File: src/rtl/sdram_cmd_mode_ctrl.sv
module sdram_cmd_mode_ctrl #(
  parameter int BANK_W = 3,
  parameter int ROW_W  = 13,
  parameter int RA_W   = 4
) (
  input  logic                      clk,
  input  logic                      rst_n,
  input  logic                      reg_wr,
  input  logic                      reg_rd,
  input  logic [RA_W-1:0]           reg_addr,
  input  logic [31:0]               reg_wdata,
  output logic [31:0]               reg_rdata,
  input  logic                      init_busy,
  input  logic                      host_req,
  input  logic                      host_we,
  input  logic [BANK_W+ROW_W-1:0]   host_addr,
  output logic                      mem_req,
  output logic                      mem_we,
  output logic [BANK_W+ROW_W-1:0]   mem_addr,
  output logic                      cmd_valid,
  output logic [3:0]                cmd_code,
  output logic [BANK_W-1:0]         cmd_bank,
  output logic [ROW_W-1:0]          cmd_addr,
  output logic                      seq_err
);
  localparam int HA_W = BANK_W + ROW_W;
  localparam logic [ROW_W-1:0] A10 = ROW_W'(1) << 10;
  localparam logic [RA_W-1:0] OFF_MODE = '0;
  localparam logic [RA_W-1:0] OFF_LOCK = RA_W'(4);

  logic [2:0] mode_q, act_q;
  logic [7:0] sel_q;
  logic       lock_q, pre_ok_q;

  wire [2:0]        use_mode = host_we ? mode_q : act_q;
  wire [BANK_W-1:0] h_bank   = host_addr[HA_W-1:ROW_W];
  wire [ROW_W-1:0]  h_row    = host_addr[ROW_W-1:0];
  wire              wr_mode  = reg_wr && reg_addr == OFF_MODE && !lock_q;

  logic unused_wbits;
  assign unused_wbits = ^{reg_wdata[31:16], reg_wdata[7:3]};

  always_comb begin
    reg_rdata = '0;
    if (reg_rd) begin
      if (reg_addr == OFF_MODE)      reg_rdata = {16'b0, sel_q, 3'b0, init_busy, 1'b0, mode_q};
      else if (reg_addr == OFF_LOCK) reg_rdata = {31'b0, lock_q};
    end
  end

  logic [3:0]        n_code;
  logic [BANK_W-1:0] n_bank;
  logic [ROW_W-1:0]  n_addr;
  always_comb begin
    n_code = 4'b0111;
    n_bank = '0;
    n_addr = '0;
    case (use_mode)
      3'd2: begin n_code = 4'b0010; n_addr = A10; end
      3'd3: begin n_code = 4'b0000; n_addr = h_row; end
      3'd4: n_code = 4'b0001;
      3'd5: begin n_code = 4'b0000; n_bank = h_bank; n_addr = h_row; end
      3'd6: begin n_code = 4'b0110; n_addr = A10; end
      3'd7: begin n_code = 4'b0000; n_addr = ROW_W'(sel_q); end
      default: ;
    endcase
  end

  always_ff @(posedge clk) begin
    if (!rst_n) begin
      mode_q <= '0; act_q <= '0; sel_q <= '0; lock_q <= 1'b0;
      pre_ok_q <= 1'b0; seq_err <= 1'b0;
      mem_req <= 1'b0; mem_we <= 1'b0; mem_addr <= '0;
      cmd_valid <= 1'b0; cmd_code <= '0; cmd_bank <= '0; cmd_addr <= '0;
    end else begin
      if (wr_mode) begin
        mode_q <= reg_wdata[2:0];
        sel_q  <= reg_wdata[15:8];
      end
      if (reg_wr && reg_addr == OFF_LOCK) lock_q <= reg_wdata[0];
      if (host_req && host_we) act_q <= mode_q;

      mem_req   <= host_req && use_mode == 3'd0;
      mem_we    <= host_req && use_mode == 3'd0 && host_we;
      mem_addr  <= (host_req && use_mode == 3'd0) ? host_addr : '0;
      cmd_valid <= host_req && use_mode != 3'd0;
      cmd_code  <= (host_req && use_mode != 3'd0) ? n_code : 4'b0;
      cmd_bank  <= (host_req && use_mode != 3'd0) ? n_bank : '0;
      cmd_addr  <= (host_req && use_mode != 3'd0) ? n_addr : '0;

      if (host_req) begin
        if (use_mode == 3'd0) pre_ok_q <= 1'b0;
        if (use_mode == 3'd2) pre_ok_q <= 1'b1;
        if (use_mode == 3'd4 && !pre_ok_q) seq_err <= 1'b1;
      end
    end
  end

  assert_excl_R6: assert property (@(posedge clk) disable iff (!rst_n)
    !(cmd_valid && mem_req));
  assert_cmd_from_host_R6: assert property (@(posedge clk) disable iff (!rst_n)
    cmd_valid |-> $past(host_req));
  assert_mem_from_host_R5: assert property (@(posedge clk) disable iff (!rst_n)
    mem_req |-> $past(host_req));
  assert_lock_holds_R3: assert property (@(posedge clk) disable iff (!rst_n)
    (reg_wr && reg_addr == OFF_MODE && lock_q) |=> ($stable(mode_q) && $stable(sel_q)));
  assert_err_sticky_R10: assert property (@(posedge clk) disable iff (!rst_n)
    seq_err |=> seq_err);
  assert_prech_a10_R7: assert property (@(posedge clk) disable iff (!rst_n)
    (cmd_valid && cmd_code == 4'b0010) |-> cmd_addr[10]);
endmodule

File: config.mk
export PLATFORM = sky130hd
export DESIGN_NAME = sdram_cmd_mode_ctrl
export DESIGN_NICKNAME = d
export VERILOG_FILES = /design/src/rtl/sdram_cmd_mode_ctrl.sv
export SDC_FILE = /design/constraint.sdc
export NUM_CORES = 1
export LEC_CHECK = 0
export ABC_AREA = 1
export CORE_MARGIN = 2
export CORE_UTILIZATION = 37
export DETAILED_ROUTE_END_ITERATION = 10
export GPL_TIMING_DRIVEN = 0
export PLACE_DENSITY_LB_ADDON = 0.12
export SLEW_MARGIN = 0
export SYNTH_ARGS = -nofsm -noshare
export SYNTH_HDL_FRONTEND = slang
export SYNTH_SLANG_ARGS = --single-unit
File: constraint.sdc
create_clock -name clk -period 1.6 [get_ports clk]
set_input_delay 0.48 -clock clk [delete_from_list [all_inputs] [get_ports clk]]
set_output_delay 0.48 -clock clk [all_outputs]
set_load 0.02 [all_outputs]
==> results of run 1 <==
[cell families after synthesis]
kind of cell / count (synthesis) / synth area share (%)
flip-flops: 55 / 50.6
AO/OA/AOI/OAI: 45 / 10.6
AND/OR/NAND/NOR: 93 / 21.7
other: 1 / 0.172
buffers and inverters: 69 / 17.0
[cells in the final DEF, fill, tap and decap left out, drive strengths merged]
master / count
a211oi: 1
a21oi: 27
buf: 44
clkbuf: 11
clkdlybuf4s15: 1
clkdlybuf4s50: 29
clkinv: 1
clkinvlp: 1
conb: 21
dfxtp: 55
dlygate4sd2: 40
dlymetal6s2s: 1
inv: 40
nand2: 31
nand3: 16
nand4: 4
nor2: 38
nor3: 4
o21a: 1
o21ai: 16
[worst max-delay path by stage]
stage / to / slack (ns) / cells past startpoint
after floorplan: reg_rdata[0] / 0.03 / 3
after global placement: reg_rdata[14] / -1.03 / 6
after detailed placement: reg_rdata[14] / -1.06 / 6
after CTS: reg_rdata[1] / -0.12 / 6
after global routing: reg_rdata[1] / -0.14 / 6
final: reg_rdata[14] / -0.10 / 6
[metrics by stage]
step,area (um2),std cells,worst slack [ns]
after floorplan,2360,283,0.0278
after global placement,3320,442,-1.03
after detailed placement,3320,442,-1.06
after CTS,3440,454,-0.121
after global routing,3450,454,-0.137
final,3450,454,-0.102
[flip-flops by register name, summed over array words and instances (netlist names)]
| signal | count |
|---|---|
| cmd_bank | 3 |
| mem_we | 1 |
| pre_ok_q | 1 |
| act_q | 3 |
| cmd_code | 3 |
| seq_err | 1 |
| lock_q | 1 |
| cmd_addr | 13 |
| cmd_valid | 1 |
| mem_addr | 16 |
| mode_q | 3 |
| sel_q | 8 |
| mem_req | 1 |
[power by group]
part           leakage [nW]  internal (mW)  switching, mW
combinational          1.16          0.196          0.224
sequential            0.447           1.41         0.0112
clock                0.0474          0.354          0.440
[timing repair]
item                       in CTS  in global routing
cloned                          1                  0
pin swaps                       4                  2
setup endpoints to repair      53                 27
setup buffers                   3                  0
resized for setup             139                  5
[worst register-to-register path, delay by kind of cell, from the launching register on]
kind                   cells  cell delay, ns
and+or+nand+nor            6            0.74
DFF                        1            0.33
buffers and inverters      1            0.13
[layer usage]
layer / up-vias / track usage (%) / wire length [um]
met5: - / 0 / 0
li1: 1010 / - / -
met3: 8 / 4.38 / 471
met1: 808 / 18.4 / 2210
met4: 0 / 5.76 / 86
met2: 94 / 26.9 / 2220
[layout make-up]
| class | instances | area [um2] |
|---|---|---|
| plain buffers | 29 | 240 |
| clock buffers | 6 | 82.6 |
| clock inverters | 2 | 16.3 |
| fillers | 537 | 2150 |
| inverters | 40 | 153 |
| multi-input cells | 159 | 883 |
| flip-flops and latches | 55 | 1100 |
| well taps | 72 | 90.1 |
| repair buffers | 91 | 888 |
==> flow_metrics.env, run 1 <==
export IMPL_cp_startpoint="reg_addr[2]"
export IMPL_async_flop_share_pct=0
export IMPL_synth_most_common_cell="dfxtp_1"
export IMPL_path_cells="buf_8, nor2_4, nand3_4, clkbuf_16, nor2_4, buf_6"
export IMPL_dp_hpwl_um=3800
export IMPL_wl_per_cell_um=11.0
export IMPL_vias=1920
export IMPL_synth_top_area_share_pct=50.6
export IMPL_antenna_found_initial=0
export IMPL_grt_pass1_wl_um=7870
export IMPL_path_delay_family="buffers and inverters"
export IMPL_cts_buffers=5
export IMPL_antenna_cells=0
export IMPL_reg2reg_to="cmd_addr[9]$_SDFF_PN0_"
export IMPL_r2r_slack_ns=0.32
export IMPL_rsz0062_at_grt="yes"
export IMPL_pwr_density_cell_nw_per_um2=761
export IMPL_max_vdd_ir_drop_mv=0.381
export IMPL_ys_warn_count=0
export IMPL_design_core_area_um2=5610
export IMPL_die_x_um=80.7
export IMPL_finalSetupViolations=11
export IMPL_cts_root_buf="clkbuf_8"
export IMPL_insertion_delay_ns=0.31
export IMPL_drive_gt1_share_pct=22.3
export IMPL_die_area_um2=6510
export IMPL_start_util_pct=38.8
export IMPL_ant_nets=0
export IMPL_worstHoldStart="host_we"
export IMPL_synth_cell_type_count=22
export IMPL_crit_buf_inv=3
export IMPL_synth_largest_area_cell="dfxtp_1"
export IMPL_pin_count=131
export IMPL_ys_flop_type="dfxtp_1"
export IMPL_syn_avg_cell_area_um2=8.28
export IMPL_place_gp_congestion=0.816
export IMPL_cts_sinks=55
export IMPL_cp_end_kind="output pin"
export IMPL_slowest_delay_ns=0.19
export IMPL_drt_iter0_markers=50
export IMPL_clkTransAtPathRegs_ns=0.10
export IMPL_grt_usage_pct=15.6
export IMPL_arrival_ns=1.22
export IMPL_setup_ws_ns=-0.102
export IMPL_drt_wl_total_um=5000
export IMPL_synth_edf_count=0
export IMPL_ys_seq_area_share_pct=50.6
export IMPL_tns_ns=-0.883
export IMPL_final_core_util_pct=61.6
export IMPL_start_kind="input port"
export IMPL_synthCells=263
export IMPL_worstPathRequired_ns=1.12
export IMPL_period_share_pct=106
export IMPL_die_y_um=80.7
export IMPL_holdCritPathClass="in -> reg"
export IMPL_synthToLayoutAreaGrowth_pct=58.7
export IMPL_hold_buffers=0
export IMPL_final_max_slew_viol_count=0
export IMPL_r2r_start="mode_q[1]$_SDFFE_PN0P_"
export IMPL_period_needed_ns=1.70
export IMPL_synth_cell_area_um2=2180
export IMPL_io_buffers=87
export IMPL_crit_top_cell="nor2_4"
export IMPL_min_to="mem_we$_SDFF_PN0_"
export IMPL_grt_pass1_vias=1845
export IMPL_r2r_cells=7
export IMPL_violations="setup timing"
export IMPL_final_nets=440
export IMPL_holdWs_ns=0.444
export IMPL_path_class="in -> out"
export IMPL_overflow=0
export IMPL_clockBufferDepth=2
export IMPL_max_freq_ghz=0.587
export IMPL_synth_commonest_cells="dfxtp_1, inv_1, nor2_1"
export IMPL_cts_tree="done"
export IMPL_synth_seq_cells=55
export IMPL_hold_viol=0
export IMPL_maxCapViolCount=0
export IMPL_finalPower_mw=2.63
export IMPL_rows=27
export IMPL_grt_max_degree=18
export IMPL_status="complete, but fails checks"
export IMPL_vias_per_cell=4.23
export IMPL_worst_path_max_fanout=5
export IMPL_cpMaxStageDelayCell="clkbuf_16"
export IMPL_htree_levels=2
export IMPL_synthTopCellsByArea="dfxtp_1, buf_4, inv_1, a21oi_1, nor2_1"
export IMPL_drc=0
export IMPL_drtPass1Iterations=4
export IMPL_holdPathStages=3
export IMPL_finClkSkew_ns=0.00817
export IMPL_p_leak_nw=1.66
Note: power is estimated with default switching activity, not from simulation.
==> run 2, diff against run 1 <==
- CORE_UTILIZATION: 37 -> 33
- CTS_CLUSTER_DIAMETER: not set -> 200
- clock period: 1.6 -> 1.45 ns (I/O delays scaled with it)
==> flow_metrics.env, run 2 (same netlist as run 1, synthesis figures left out) <==
export IMPL_multi_input_area_um2=895
export IMPL_wl_per_cell_um=11.3
export IMPL_finalPower_mw=3.01
export IMPL_holdCritPathClass="in -> reg"
export IMPL_min_to="mem_we$_SDFF_PN0_"
export IMPL_path_class="in -> out"
export IMPL_violations="setup timing"
export IMPL_dp_hpwl_um=3830
export IMPL_final_max_slew_viol_count=0
export IMPL_period_share_pct=113
export IMPL_start_util_pct=34.3
export IMPL_worst_path_max_fanout=3
export IMPL_reg_largest_list="mem_addr: 16 flops, cmd_addr: 13 flops, sel_q: 8 flops"
export IMPL_rsz0062_at_grt="yes"
export IMPL_io_buffers=87
export IMPL_drive_gt1_share_pct=22.5
export IMPL_seq_area_um2=1100
export IMPL_antenna_cells=0
export IMPL_hold_viol=0
export IMPL_cts_buffers=5
export IMPL_clockBufferDepth=2
export IMPL_cts_tree="done"
export IMPL_cts_root_buf="clkbuf_8"
export IMPL_pwr_density_cell_nw_per_um2=862
export IMPL_reg2reg_to="cmd_addr[9]$_SDFF_PN0_"
export IMPL_status="complete, but fails checks"
export IMPL_ant_nets=0
export IMPL_insertion_delay_ns=0.30
export IMPL_r2r_start="mode_q[1]$_SDFFE_PN0P_"
export IMPL_grt_pass1_wl_um=8250
export IMPL_overflow=0
export IMPL_placed_area_um2=3340
export IMPL_arrival_ns=1.21
export IMPL_regMostFlops="mem_addr"
export IMPL_final_nets=441
export IMPL_die_area_um2=7260
export IMPL_cts_sinks=55
export IMPL_hold_buffers=0
export IMPL_layout_common_cells="dfxtp_1, inv_1, dlygate4sd2_1"
export IMPL_synthToLayoutAreaGrowth_pct=60.3
export IMPL_p_leak_nw=1.66
export IMPL_drc=0
export IMPL_htree_levels=2
export IMPL_holdPathStages=3
export IMPL_max_vdd_ir_drop_mv=0.477
export IMPL_r2r_cells=7
export IMPL_drt_iter0_markers=36
export IMPL_drt_wl_total_um=5190
export IMPL_setup_ws_ns=-0.191
export IMPL_final_common_cell="dfxtp_1"
export IMPL_pin_count=131
export IMPL_worstHoldStart="host_we"
export IMPL_largest_register_ffs=16
export IMPL_start_kind="input port"
export IMPL_max_freq_ghz=0.610
export IMPL_place_ws_ns=-1.08
export IMPL_cp_end_kind="output pin"
export IMPL_drtPass1Iterations=4
export IMPL_grt_max_degree=17
export IMPL_design_core_area_um2=6350
export IMPL_vias_per_cell=4.19
export IMPL_finClkSkew_ns=0.00448
export IMPL_rows=29
export IMPL_finalSetupViolations=12
export IMPL_period_needed_ns=1.64
export IMPL_place_gp_congestion=0.785
export IMPL_fill_cells=590
export IMPL_maxCapViolCount=0
export IMPL_clkTransAtPathRegs_ns=0.09
export IMPL_final_area_um2=3490
export IMPL_grt_pass1_vias=1772
export IMPL_final_core_util_pct=55.0
export IMPL_die_x_um=85.2
export IMPL_vias=1922
export IMPL_r2r_slack_ns=0.17
export IMPL_die_y_um=85.2
export IMPL_antenna_found_initial=0
export IMPL_grt_usage_pct=14.2
export IMPL_worstPathRequired_ns=1.02
## run 2: worst max path at each step
| stage | slack [ns] | start | cells past startpoint | endpoint |
|---|---|---|---|---|
| 4_1_cts | -0.22 | reg_addr[0] | 6 | reg_rdata[14] |
| 3_3_place_gp | -1.07 | reg_addr[2] | 6 | reg_rdata[11] |
| 3_5_place_dp | -1.08 | reg_addr[2] | 6 | reg_rdata[11] |
| 2_1_floorplan | -0.004 | reg_addr[1] | 4 | reg_rdata[11] |
| 6_report | -0.19 | reg_addr[0] | 6 | reg_rdata[0] |
| 5_1_grt | -0.26 | reg_addr[0] | 6 | reg_rdata[15] |
## run 2: layout make-up
cell class | count | area share (%)
inverters | 40 | 4.37
repair buffers | 92 | 25.7
clock inverters | 2 | 1.08
flip-flops and latches | 55 | 31.6
multi-input cells | 159 | 25.6
well taps | 77 | 2.76
plain buffers | 29 | 6.88
clock buffers | 5 | 1.97
## run 2: critical path, cell delays in order
cell     delay [ns]
buf_6          0.09
nor2_4         0.13
nand3_4        0.11
buf_4          0.17
o21ai_4        0.13
buf_6          0.13
## run 2: stage by stage
step	setup TNS (ns)	hold slack (ns)	std cells
after floorplan	-0.00432	0.427	283
after global placement	-27.23	0.442	447
after detailed placement	-27.93	0.449	447
after CTS	-1.86	0.403	457
after global routing	-2.54	0.412	459
final	-1.91	0.409	459
## run 2: where the power goes
group	switching, mW	internal [mW]	total, mW
Combinational	0.247	0.216	0.463
Clock	0.477	0.505	0.982
Sequential	0.0125	1.55	1.56
## run 2: repair_timing
item                                    in CTS  in global routing
setup buffers                                2                  2
gates cloned                                 1                  0
resized for setup                          136                 13
pin swaps                                    5                  7
endpoints found under the setup margin      75                 52
## run 2: per-layer routing
layer	vias up	wire, um	global-route usage [%]
met5	-	0	0
met4	0	61	5.63
met3	4	455	4.38
met2	80	2270	22.7
met1	824	2390	17.8
li1	1014	-	-
==> run 3, diff against run 2 <==
- CELL_PAD_IN_SITES_DETAIL_PLACEMENT: not set -> 1
- CELL_PAD_IN_SITES_GLOBAL_PLACEMENT: not set -> 2
- CORE_UTILIZATION: 33 -> 17
- GPL_TIMING_DRIVEN: 0 -> not set
==> flow_metrics.env, run 3 (same netlist as run 1, synthesis figures left out) <==
export IMPL_r2r_start="mode_q[2]$_SDFFE_PN0P_"
export IMPL_cts_root_buf="clkbuf_16"
export IMPL_vias=1989
export IMPL_drt_iter0_markers=58
export IMPL_slowest_delay_ns=0.16
export IMPL_largest_register_ffs=16
export IMPL_setup_ws_ns=-0.143
export IMPL_die_y_um=117
export IMPL_cpMaxStageDelayCell="buf_4"
export IMPL_grt_pass1_wl_um=10100
export IMPL_start_kind="input port"
export IMPL_die_x_um=117
export IMPL_vias_per_cell=3.52
export IMPL_final_core_util_pct=30.0
export IMPL_die_area_um2=13700
export IMPL_grt_pass1_vias=2007
export IMPL_reg_largest_list="mem_addr: 16 flops, cmd_addr: 13 flops, sel_q: 8 flops"
export IMPL_antenna_cells=0
export IMPL_arrival_ns=1.16
export IMPL_pin_count=131
export IMPL_p_leak_nw=1.71
export IMPL_cts_sinks=55
export IMPL_rows=41
export IMPL_cts_buffers=5
export IMPL_finalSetupViolations=12
export IMPL_drc=0
export IMPL_grt_usage_pct=9.69
export IMPL_worstHoldStart="reg_addr[3]"
export IMPL_cts_tree="done"
export IMPL_synthToLayoutAreaGrowth_pct=73.3
export IMPL_max_freq_ghz=0.628
export IMPL_rsz0062_at_grt="yes"
export IMPL_ant_nets=0
export IMPL_io_buffers=88
export IMPL_worst_path_max_fanout=4
export IMPL_finalNonFillerCells=565
export IMPL_antenna_found_initial=0
export IMPL_layout_common_cells="dfxtp_1, dlygate4sd2_1, buf_4"
export IMPL_grt_max_degree=18
export IMPL_drt_wl_total_um=6510
export IMPL_period_needed_ns=1.59
export IMPL_hold_viol=0
export IMPL_overflow=0
export IMPL_final_max_slew_viol_count=0
export IMPL_tns_ns=-1.58
export IMPL_design_core_area_um2=12600
export IMPL_max_vdd_ir_drop_mv=0.320
export IMPL_path_class="in -> out"
export IMPL_drtPass1Iterations=4
export IMPL_pwr_density_cell_nw_per_um2=920
export IMPL_insertion_delay_ns=0.29
export IMPL_path_cells="buf_6, nor2_4, nand3_4, buf_4, nor2_4, buf_6"
export IMPL_htree_levels=2
export IMPL_cp_startpoint="reg_addr[1]"
export IMPL_holdWs_ns=0.462
export IMPL_place_inst=547
export IMPL_start_util_pct=17.3
export IMPL_clkTransAtPathRegs_ns=0.07
export IMPL_status="complete, but fails checks"
export IMPL_place_ws_ns=-1.05
export IMPL_place_gp_congestion=0.740
export IMPL_violations="setup timing"
export IMPL_finClkSkew_ns=0.00589
export IMPL_final_nets=451
export IMPL_finalPower_mw=3.47
export IMPL_final_common_cell="dfxtp_1"
export IMPL_wl_per_cell_um=11.5
export IMPL_placed_area_um2=3500
export IMPL_regMostFlops="mem_addr"
export IMPL_cp_end_kind="output pin"
export IMPL_crit_buf_inv=3
export IMPL_worstPathRequired_ns=1.02
export IMPL_period_share_pct=110
export IMPL_drive_gt1_share_pct=27.0
export IMPL_final_area_um2=3770
export IMPL_clockBufferDepth=2
export IMPL_hold_buffers=0
export IMPL_path_delay_family="buffers and inverters"
export IMPL_holdCritPathClass="in -> reg"
export IMPL_dp_hpwl_um=5010
export IMPL_maxCapViolCount=0
-- run 3: cell count changes in the layout (fill, tap and decap cells not counted), sizes merged --
cell           previous run  this run
dlymetal6s2s              1         0
dlygate4sd2              37        38
clkdlybuf4s15             4         2
clkdlybuf4s50            29        31
clkinv                    0         1
clkbuf                    8         7
buf                      47        58
nand2                    31        32
clkinvlp                  1         0
-- run 3: repair_timing --
item                       in CTS  in global routing
cloned                          0                  1
setup endpoints to repair      93                 34
hold endpoints to repair        0                  0
resized for setup             140                 12
pin swaps                       6                  4
setup buffers                   2                  7
-- run 3: worst paths after layout --
check	cells past startpoint	endpoint	slack, ns
max	6	reg_rdata[15]	-0.14
max reg2reg	7	cmd_addr[2]$_SDFF_PN0_	0.08
min reg2reg	2	pre_ok_q$_SDFFE_PN0P_	0.47
min	4	lock_q$_SDFFE_PN0P_	0.46
-- run 3: final cells by class --
class | count | area (um2)
inverters | 40 | 153
flip-flops and latches | 55 | 1100
well taps | 172 | 215
repair buffers | 130 | 1200
clock buffers | 6 | 139
clock inverters | 2 | 35.0
multi-input cells | 160 | 931
fillers | 1498 | 8790
-- run 3: layer usage --
metal,track usage (%),vias to the layer above,share of wire [%]
li1,-,1038,-
met2,14.6,75,43
met5,0,-,0
met1,13.0,869,48
met3,3.30,7,7.6
met4,3.29,0,1.4
-- run 3: power breakdown --
group          internal [mW]  switching [mW]  leakage, nW
Clock                  0.860           0.560       0.0868
Combinational          0.222           0.267         1.18
Sequential              1.55          0.0121        0.447
-- run 3: tightest hold or removal path, delay by kind of cell --
kind / cells / cell delay (ns)
simple gates: 2 / 0.13
compound gates: 1 / 0.07
buf+inv: 1 / 0.08
